[src/rtl/mvsys_pkg.sv]
package mvsys_pkg;
  // number of steps in one frame for an array of n cells
  function automatic int frame_steps(input int n);
    return 3 * n;
  endfunction

  // step index (counted from 0) whose update makes the first result visible
  function automatic int first_out_step(input int n);
    return 2 * n;
  endfunction
endpackage

[src/rtl/mvsys_rst_sync.sv]
module mvsys_rst_sync (
  input  logic clk,
  input  logic rst_n,
  output logic rst_sync_n
);
  logic meta_q;
  logic sync_q;

  always_ff @(posedge clk or negedge rst_n) begin
    if (!rst_n) begin
      meta_q <= 1'b0;
      sync_q <= 1'b0;
    end else begin
      meta_q <= 1'b1;
      sync_q <= meta_q;
    end
  end

  assign rst_sync_n = sync_q;
endmodule

[src/rtl/mvsys_cell.sv]
module mvsys_cell #(
  parameter int DW = 16,
  parameter int AW = 36
) (
  input  logic                 clk,
  input  logic                 rst_n,
  input  logic                 step,
  input  logic signed [DW-1:0] din,
  input  logic signed [DW-1:0] coef,
  input  logic signed [AW-1:0] psum_in,
  output logic signed [AW-1:0] sum_out
);
  localparam int PW = 2 * DW;

  logic signed [DW-1:0] dport_q, dport_d;
  logic signed [AW-1:0] pport_q, pport_d;
  logic signed [AW-1:0] prod_q,  prod_d;
  logic signed [AW-1:0] sum_q,   sum_d;
  logic signed [PW-1:0] mul;

  always_comb begin
    mul     = dport_q * coef;
    dport_d = dport_q;
    pport_d = pport_q;
    prod_d  = prod_q;
    sum_d   = sum_q;
    if (step) begin
      dport_d = din;
      prod_d  = AW'(mul);
      sum_d   = prod_q + pport_q;
      pport_d = psum_in;
    end
  end

  always_ff @(posedge clk or negedge rst_n) begin
    if (!rst_n) begin
      dport_q <= '0;
      pport_q <= '0;
      prod_q  <= '0;
      sum_q   <= '0;
    end else begin
      dport_q <= dport_d;
      pport_q <= pport_d;
      prod_q  <= prod_d;
      sum_q   <= sum_d;
    end
  end

  assign sum_out = sum_q;
endmodule

[src/rtl/mvsys_coef.sv]
module mvsys_coef #(
  parameter int N  = 3,
  parameter int DW = 16,
  parameter int IW = 2
) (
  input  logic            clk,
  input  logic            rst_n,
  input  logic            idle,
  input  logic            wr_en,
  input  logic [IW-1:0]   wr_idx,
  input  logic [DW-1:0]   wr_val,
  output logic [N*DW-1:0] coef_flat
);
  for (genvar g = 0; g < N; g++) begin : g_slot
    logic [DW-1:0] val_q, val_d;
    logic          hit;

    always_comb begin
      hit   = wr_en && idle && (wr_idx == IW'(g));
      val_d = hit ? wr_val : val_q;
    end

    always_ff @(posedge clk or negedge rst_n) begin
      if (!rst_n) val_q <= '0;
      else        val_q <= val_d;
    end

    assign coef_flat[g*DW +: DW] = val_q;
  end
endmodule

[src/rtl/mvsys_seq.sv]
module mvsys_seq #(
  parameter int N = 3
) (
  input  logic clk,
  input  logic rst_n,
  input  logic step,
  output logic frame_idle,
  output logic res_valid
);
  import mvsys_pkg::*;

  localparam int FRAME = frame_steps(N);
  localparam int FIRST = first_out_step(N);
  localparam int CW    = $clog2(FRAME);
  localparam logic [CW-1:0] LAST_C  = CW'(FRAME - 1);
  localparam logic [CW-1:0] FIRST_C = CW'(FIRST);

  logic [CW-1:0] cnt_q, cnt_d;
  logic          vld_q, vld_d;

  always_comb begin
    cnt_d = cnt_q;
    if (step) cnt_d = (cnt_q == LAST_C) ? '0 : cnt_q + 1'b1;
    vld_d = step && (cnt_q >= FIRST_C);
  end

  always_ff @(posedge clk or negedge rst_n) begin
    if (!rst_n) begin
      cnt_q <= '0;
      vld_q <= 1'b0;
    end else begin
      cnt_q <= cnt_d;
      vld_q <= vld_d;
    end
  end

  assign frame_idle = (cnt_q == '0);
  assign res_valid  = vld_q;
endmodule

[src/rtl/mvsys_top.sv]
module mvsys_top #(
  parameter int N  = 3,
  parameter int DW = 16,
  parameter int AW = 36,
  localparam int IW = (N > 1) ? $clog2(N) : 1
) (
  input  logic            clk,
  input  logic            rst_n,
  input  logic            cfg_we,
  input  logic [IW-1:0]   cfg_idx,
  input  logic [DW-1:0]   cfg_val,
  input  logic            in_valid,
  input  logic [N*DW-1:0] in_lanes,
  output logic            res_valid,
  output logic [AW-1:0]   res_data
);
  logic            rst_sync_n;
  logic            frame_idle;
  logic            cfg_open;
  logic [N*DW-1:0] coef_flat;
  logic signed [AW-1:0] chain [N+1];

  mvsys_rst_sync u_rst (
    .clk       (clk),
    .rst_n     (rst_n),
    .rst_sync_n(rst_sync_n)
  );

  mvsys_seq #(.N(N)) u_seq (
    .clk       (clk),
    .rst_n     (rst_sync_n),
    .step      (in_valid),
    .frame_idle(frame_idle),
    .res_valid (res_valid)
  );

  assign cfg_open = frame_idle && !in_valid;

  mvsys_coef #(.N(N), .DW(DW), .IW(IW)) u_coef (
    .clk      (clk),
    .rst_n    (rst_sync_n),
    .idle     (cfg_open),
    .wr_en    (cfg_we),
    .wr_idx   (cfg_idx),
    .wr_val   (cfg_val),
    .coef_flat(coef_flat)
  );

  assign chain[0] = '0;

  for (genvar g = 0; g < N; g++) begin : g_cell
    mvsys_cell #(.DW(DW), .AW(AW)) u_cell (
      .clk    (clk),
      .rst_n  (rst_sync_n),
      .step   (in_valid),
      .din    (in_lanes[g*DW +: DW]),
      .coef   (coef_flat[g*DW +: DW]),
      .psum_in(chain[g]),
      .sum_out(chain[g+1])
    );
  end

  assign res_data = chain[N];
endmodule

[config.mk]
export PLATFORM = sky130hd
export DESIGN_NAME = mvsys_top
export DESIGN_NICKNAME = d
export VERILOG_FILES = /design/src/rtl/mvsys_pkg.sv /design/src/rtl/mvsys_rst_sync.sv /design/src/rtl/mvsys_cell.sv /design/src/rtl/mvsys_coef.sv /design/src/rtl/mvsys_seq.sv /design/src/rtl/mvsys_top.sv
export SDC_FILE = /design/constraint.sdc
export NUM_CORES = 2
export LEC_CHECK = 0
export BUFFER_PORTS_ARGS = -buffer_cell sky130_fd_sc_hd__buf_2
export CAP_MARGIN = 20
export CORE_MARGIN = 5
export CORE_UTILIZATION = 50
export DETAILED_ROUTE_END_ITERATION = 16
export PLACE_DENSITY = 0.66
export SYNTH_ARGS = -nofsm -noshare
export SYNTH_HDL_FRONTEND = slang
export SYNTH_HIERARCHICAL = 1
export SYNTH_SLANG_ARGS = --single-unit
[constraint.sdc]
create_clock -name clk -period 15.49 [get_ports clk]
set_input_delay 0 -clock clk [delete_from_list [all_inputs] [get_ports clk]]
set_output_delay 0 -clock clk [all_outputs]
set_load 0.005 [all_outputs]
# Yosys cells after proc, flatten, opt, wreduce, memory -nomap -nowiden

Index checks and enable logic that the tools add are counted.

Register bits: 371
Latch bits: 0
Bits in writable memories: 0
Bits in read-only memories: 0
Output and inout port bits: 37
Memories: 0

Add/sub/neg operators: 3
Multiply operators: 3
Div/mod/pow operators: 0
Magnitude comparators: 1
Eq/ne operators: 3
Shift-type cells: 0
Mux-type cells: 1
Bitwise operators: 0
Reduce and logical (&&, ||, !) cells: 9

Operators by type and width:

| cell                                                              | count |
|---|---|
| multiplier 16 x 16 -> 32 bit                                      | 3 |
| adder 32 x 36 -> 36 bit                                           | 1 |
| adder 32 x 32 -> 33 bit                                           | 1 |
| logical AND 1 bit                                                 | 6 |
| adder 4 x 1 -> 4 bit, second input constant                       | 1 |
| equality test 4 bit, second input constant                        | 1 |
| greater-or-equal comparator 4 x 3 -> 1 bit, second input constant | 1 |
| logical NOT 4 bit                                                 | 1 |
| two-way mux 4 bit                                                 | 1 |
| equality test 2 x 1 -> 1 bit, second input constant               | 1 |
| equality test 2 bit, second input constant                        | 1 |
| logical NOT 2 bit                                                 | 1 |
| logical NOT 1 bit                                                 | 1 |

# Logic depth before layout (Yosys ltp)

Word-level depth: 4
Mapped depth: 26
Mapped depth without buffers: 25

# Modules after synthesis

The synthesis kept the hierarchy.

Modules (own cells, without submodules):

| module                        | instances | cells each | area each (sq um) | sequential area each (sq um) |
|---|---|---|---|---|
| mvsys_cell (g_cell[2].u_cell) | 1         | 1668       | 16246.8           | 3002.9 |
| mvsys_cell (g_cell[1].u_cell) | 1         | 1654       | 16230.6           | 3002.9 |
| mvsys_cell (g_cell[0].u_cell) | 1         | 1628       | 16042.9           | 3002.9 |
| mvsys_coef                    | 1         | 103        | 1821.7            | 1201.2 |
| mvsys_seq                     | 1         | 27         | 272.8             | 125.1 |
| mvsys_rst_sync                | 1         | 3          | 53.8              | 50.0 |
| mvsys_top                     | 1         | 2          | 17.5              | 0.0 |

# Least setup slack after synthesis

OpenSTA, ideal clock, no wires.

Kind: flip-flop to flip-flop
Start point: register g_cell[0].u_cell.dport_q[15]
End point: register g_cell[0].u_cell.prod_q[29]
Arrival time: 6134 ps
Required time: 15365 ps
Path slack: 9231 ps
Stages on the path, launching flop included: 19
Buffers on the path: 1
Period minus slack after synthesis: 6259 ps
Path through: dfrtp_1 -> clkbuf_1 -> and2_1 -> fa_1 -> fa_1 -> fa_1 -> fa_1 -> fa_1 -> inv_1 -> fa_1 -> inv_1 -> ha_1 -> and3_1 -> and3_1 -> a21boi_1 -> o41a_1 -> a31oi_1 -> xnor2_1 -> mux2_2

Word-level cells in the longest chain between the ends: 1

RTL lines:

| what                         | line             | text |
|---|---|---|
| start, declared              | mvsys_cell.sv:15 | `logic signed [DW-1:0] dport_q, dport_d;` |
| start signal, assigned       | mvsys_cell.sv:42 | `dport_q <= dport_d;` |
| multiplier 16 x 16 -> 32 bit | mvsys_cell.sv:22 | `mul = dport_q * coef;` |
| end signal, assigned         | mvsys_cell.sv:44 | `prod_q <= prod_d;` |
| end, declared                | mvsys_cell.sv:17 | `logic signed [AW-1:0] prod_q, prod_d;` |

Every way passes these cells.
A chain may end at the register's enable or synchronous reset.

# Worst setup path in the final report

Start point: register g_cell[0].u_cell.dport_q[6]
End point: register g_cell[0].u_cell/prod_q[31] (netlist name)

Word-level cells in the longest chain between the ends: 1

RTL lines:

| what                         | line |
|---|---|
| multiplier 16 x 16 -> 32 bit | mvsys_cell.sv:22 |

Every way passes these cells.

==> metrics <==
outcome=finished, final reports clean; via count=35400; Wirelength per Cell=18.5 um; Post-CTS Resized=0; die area=108000 um2; number of remaining DRC errors=0; Top Ports=107; Hold Crit Start=in_lanes[32]; GRT Util Overall=0.233; IO Port Bufs=106; Setup crit start=g_cell[0].u_cell/dport_q[6]; row count=116; CP max FO=17; first-pass GRT wire length=202000 um; clk buf depth=3; cell mode on critical path=fa_1; Setup CP Type=reg -> reg; area delta synth->final=8.86%; Hold WC Path Type=in -> reg; highest-delay cell along the critical path=dfrtp_1; unrepaired setup endpoints after global routing=false; top cell type's share of synthesized area=0.312; Synth area leader=fa_1; share of flip-flops with an asynchronous set or reset=1.00; die width=328 um; Yosys warnings=6; Post-synth top cells=1003 x inv_1, 789 x fa_1, 502 x nand2_1; TritonCTS buffer count=53; most instantiated library cell after synthesis=inv_1; crit path launch type=register; Cell Chain, Critical Path=and2_1, fa_1, inv_1, fa_1, fa_1, inv_1, fa_1, fa_1, inv_1, fa_1, inv_1, ha_1, o21ai_0, nor2_1, o41a_1, o21ai_1, a21boi_1, o41a_1, nand4_1, a21boi_1, o21a_1, o31ai_1; Initial Utilization=0.505; Worst-path clk slew=0.06 ns; fin cells=6614; core area=100000 um2; initial antenna violation count=12; DP Cell Count=6437; worst slew pin tran=1.01 ns; Critical Path Max Stage Delay=0.61 ns; Clk Latency, worst-skew pair=0.64 ns; Post-Syn Area per Cell=9.97 um2; Final TNS setup=0 ns; DR iter-0 viols=1965; dominant cells by area after synthesis=fa_1 31%, dfrtp_1 20%, ha_1 8.7%, inv_1 7.4%, mux2_2 7.1%; post-DR vias/cell=5.35; pre-CTS setup slack=8.65 ns; period utilisation layout=0.446; worst r2r src=g_cell[0].u_cell/dport_q[6]; Detail Route Antenna Nets=0; vias in the first global route=37400; register area share after synthesis=0.205; RePlAce Congestion=0.889; Hold Vio Cnt, Final=0; WP data required=16.03 ns; Post-CTS Hold Buffers=75; Final #Nets=6423; slew margin rel.=0.328; root buffer cell=clkbuf_16; Gate Count Post-Synth=5085; share of layout cells above drive strength 1=0.111; Arr. time, crit path=7.45 ns; Final Skew=0.0196 ns; mapped cell area=50700 um2; Final WS setup=8.58 ns; setup violators final=0; detailed placement HPWL=96200 um; die height=328 um; H-tree depth=2; fmax=145 MHz; final WL=122000 um; post-synthesis register bit count=415; Distinct cells, synth=101; Final Max Tran Viols=0; number of synthesized flops with an enable pin=0; CTS tree=built; Sink Count=415; GRT overflow=0; largest net degree at the start of global routing=92; Pre-antenna DRT Iters=6; minimum clock period=6.91 ns; postcts setup bufs=0; Top FF cell, synth=dfrtp_1; maxcap violations=0; Worst setup EP type=register
[state kept, by name, indices dropped and copies added (netlist names)]
register	flops
g_cell.u_cell/dport_q	48
u_coef/g_slot.val_q	48
u_seq/res_valid	1
u_rst/meta_q	1
g_cell.u_cell/prod_q	96
g_cell.u_cell/sum_out	108
u_seq/cnt_q	4
u_rst/rst_sync_n	1
g_cell.u_cell/pport_q	108
[stage by stage]
| step | util | hold slack [ns] | cell area, um2 |
|---|---|---|---|
| detailed placement | 0.523 | -0.208 | 52500 |
| CTS | 0.549 | 0.0757 | 55200 |
| global route | 0.549 | 0.101 | 55200 |
| finish | 0.549 | 0.119 | 55200 |
| global placement | 0.523 | -0.209 | 52500 |
| floorplan | - | -0.296 | 50800 |
[final cells by class]
class	count	area (um2)
antenna	4	10.0
clock buffer	71	1480
clock inverter	27	405
fill	8972	45300
inverter	1004	3770
multi-input combinational	3540	36000
sequential	415	10400
tap	1357	1700
timing repair buffer	196	1400
[worst max-delay path, delay by kind of cell (launching register included)]
kind / cells / cell delay, ns
buf+inv: 4 / 0.20
fa+ha+maj: 7 / 3.45
flops: 1 / 0.61
compound gates: 8 / 2.03
simple gates: 3 / 0.51
[cell families after synthesis]
| group | share of synthesized area |
|---|---|
| muxes | 0.0713 |
| DFF | 0.205 |
| AOI/OAI and AO/OA | 0.0884 |
| and+or+nand+nor | 0.122 |
| other | 0.000148 |
| adders and majority gates | 0.399 |
| buffers and inverters | 0.0869 |
| xor gates and xnor gates | 0.0271 |
[path summary, 6_finish.rpt]
check | slack [ns] | cells after the start | endpoint
setup / recovery | 8.58 | 22 | g_cell[0].u_cell/prod_q[31]
hold / removal | 0.12 | 3 | g_cell[2].u_cell/dport_q[0]
setup reg to reg | 8.58 | 22 | g_cell[0].u_cell/prod_q[31]
hold reg to reg | 0.36 | 0 | u_rst/rst_sync_n
max in group asynchronous | 12.14 | 3 | g_cell[2].u_cell/prod_q[15]
min in group asynchronous | 0.21 | 3 | u_rst/rst_sync_n
[metal layers]
metal / vias to the layer above / track usage / wire (um)
met5: - / 0 / 40
met4: 6 / 0.0668 / 4040
met3: 184 / 0.0275 / 5660
met2: 743 / 0.395 / 59300
met1: 18100 / 0.320 / 53000
li1: 16300 / - / -
[layout by cell type (no fill, tap or decap), types with 36 or more instances in the layout]
cell and instances:
nor3_1 43, ha_1 354, o21ai_0 120, mux2_2 319, nor2_1 121, clkbuf_16 54, o21a_1 44, dfrtp_1 414
nand3_1 36, buf_2 105, nand2b_1 42, fa_1 789, xnor2_1 118, dlygate4sd3_1 75, conb_1 37, nand2_1 502
inv_1 1003, a21o_1 90, and2_1 369, a21oi_1 138, xor2_1 39
Power is left out: the tool's default activity adds up to more than one toggle a clock period on the data nets, which glitch-free logic cannot reach.
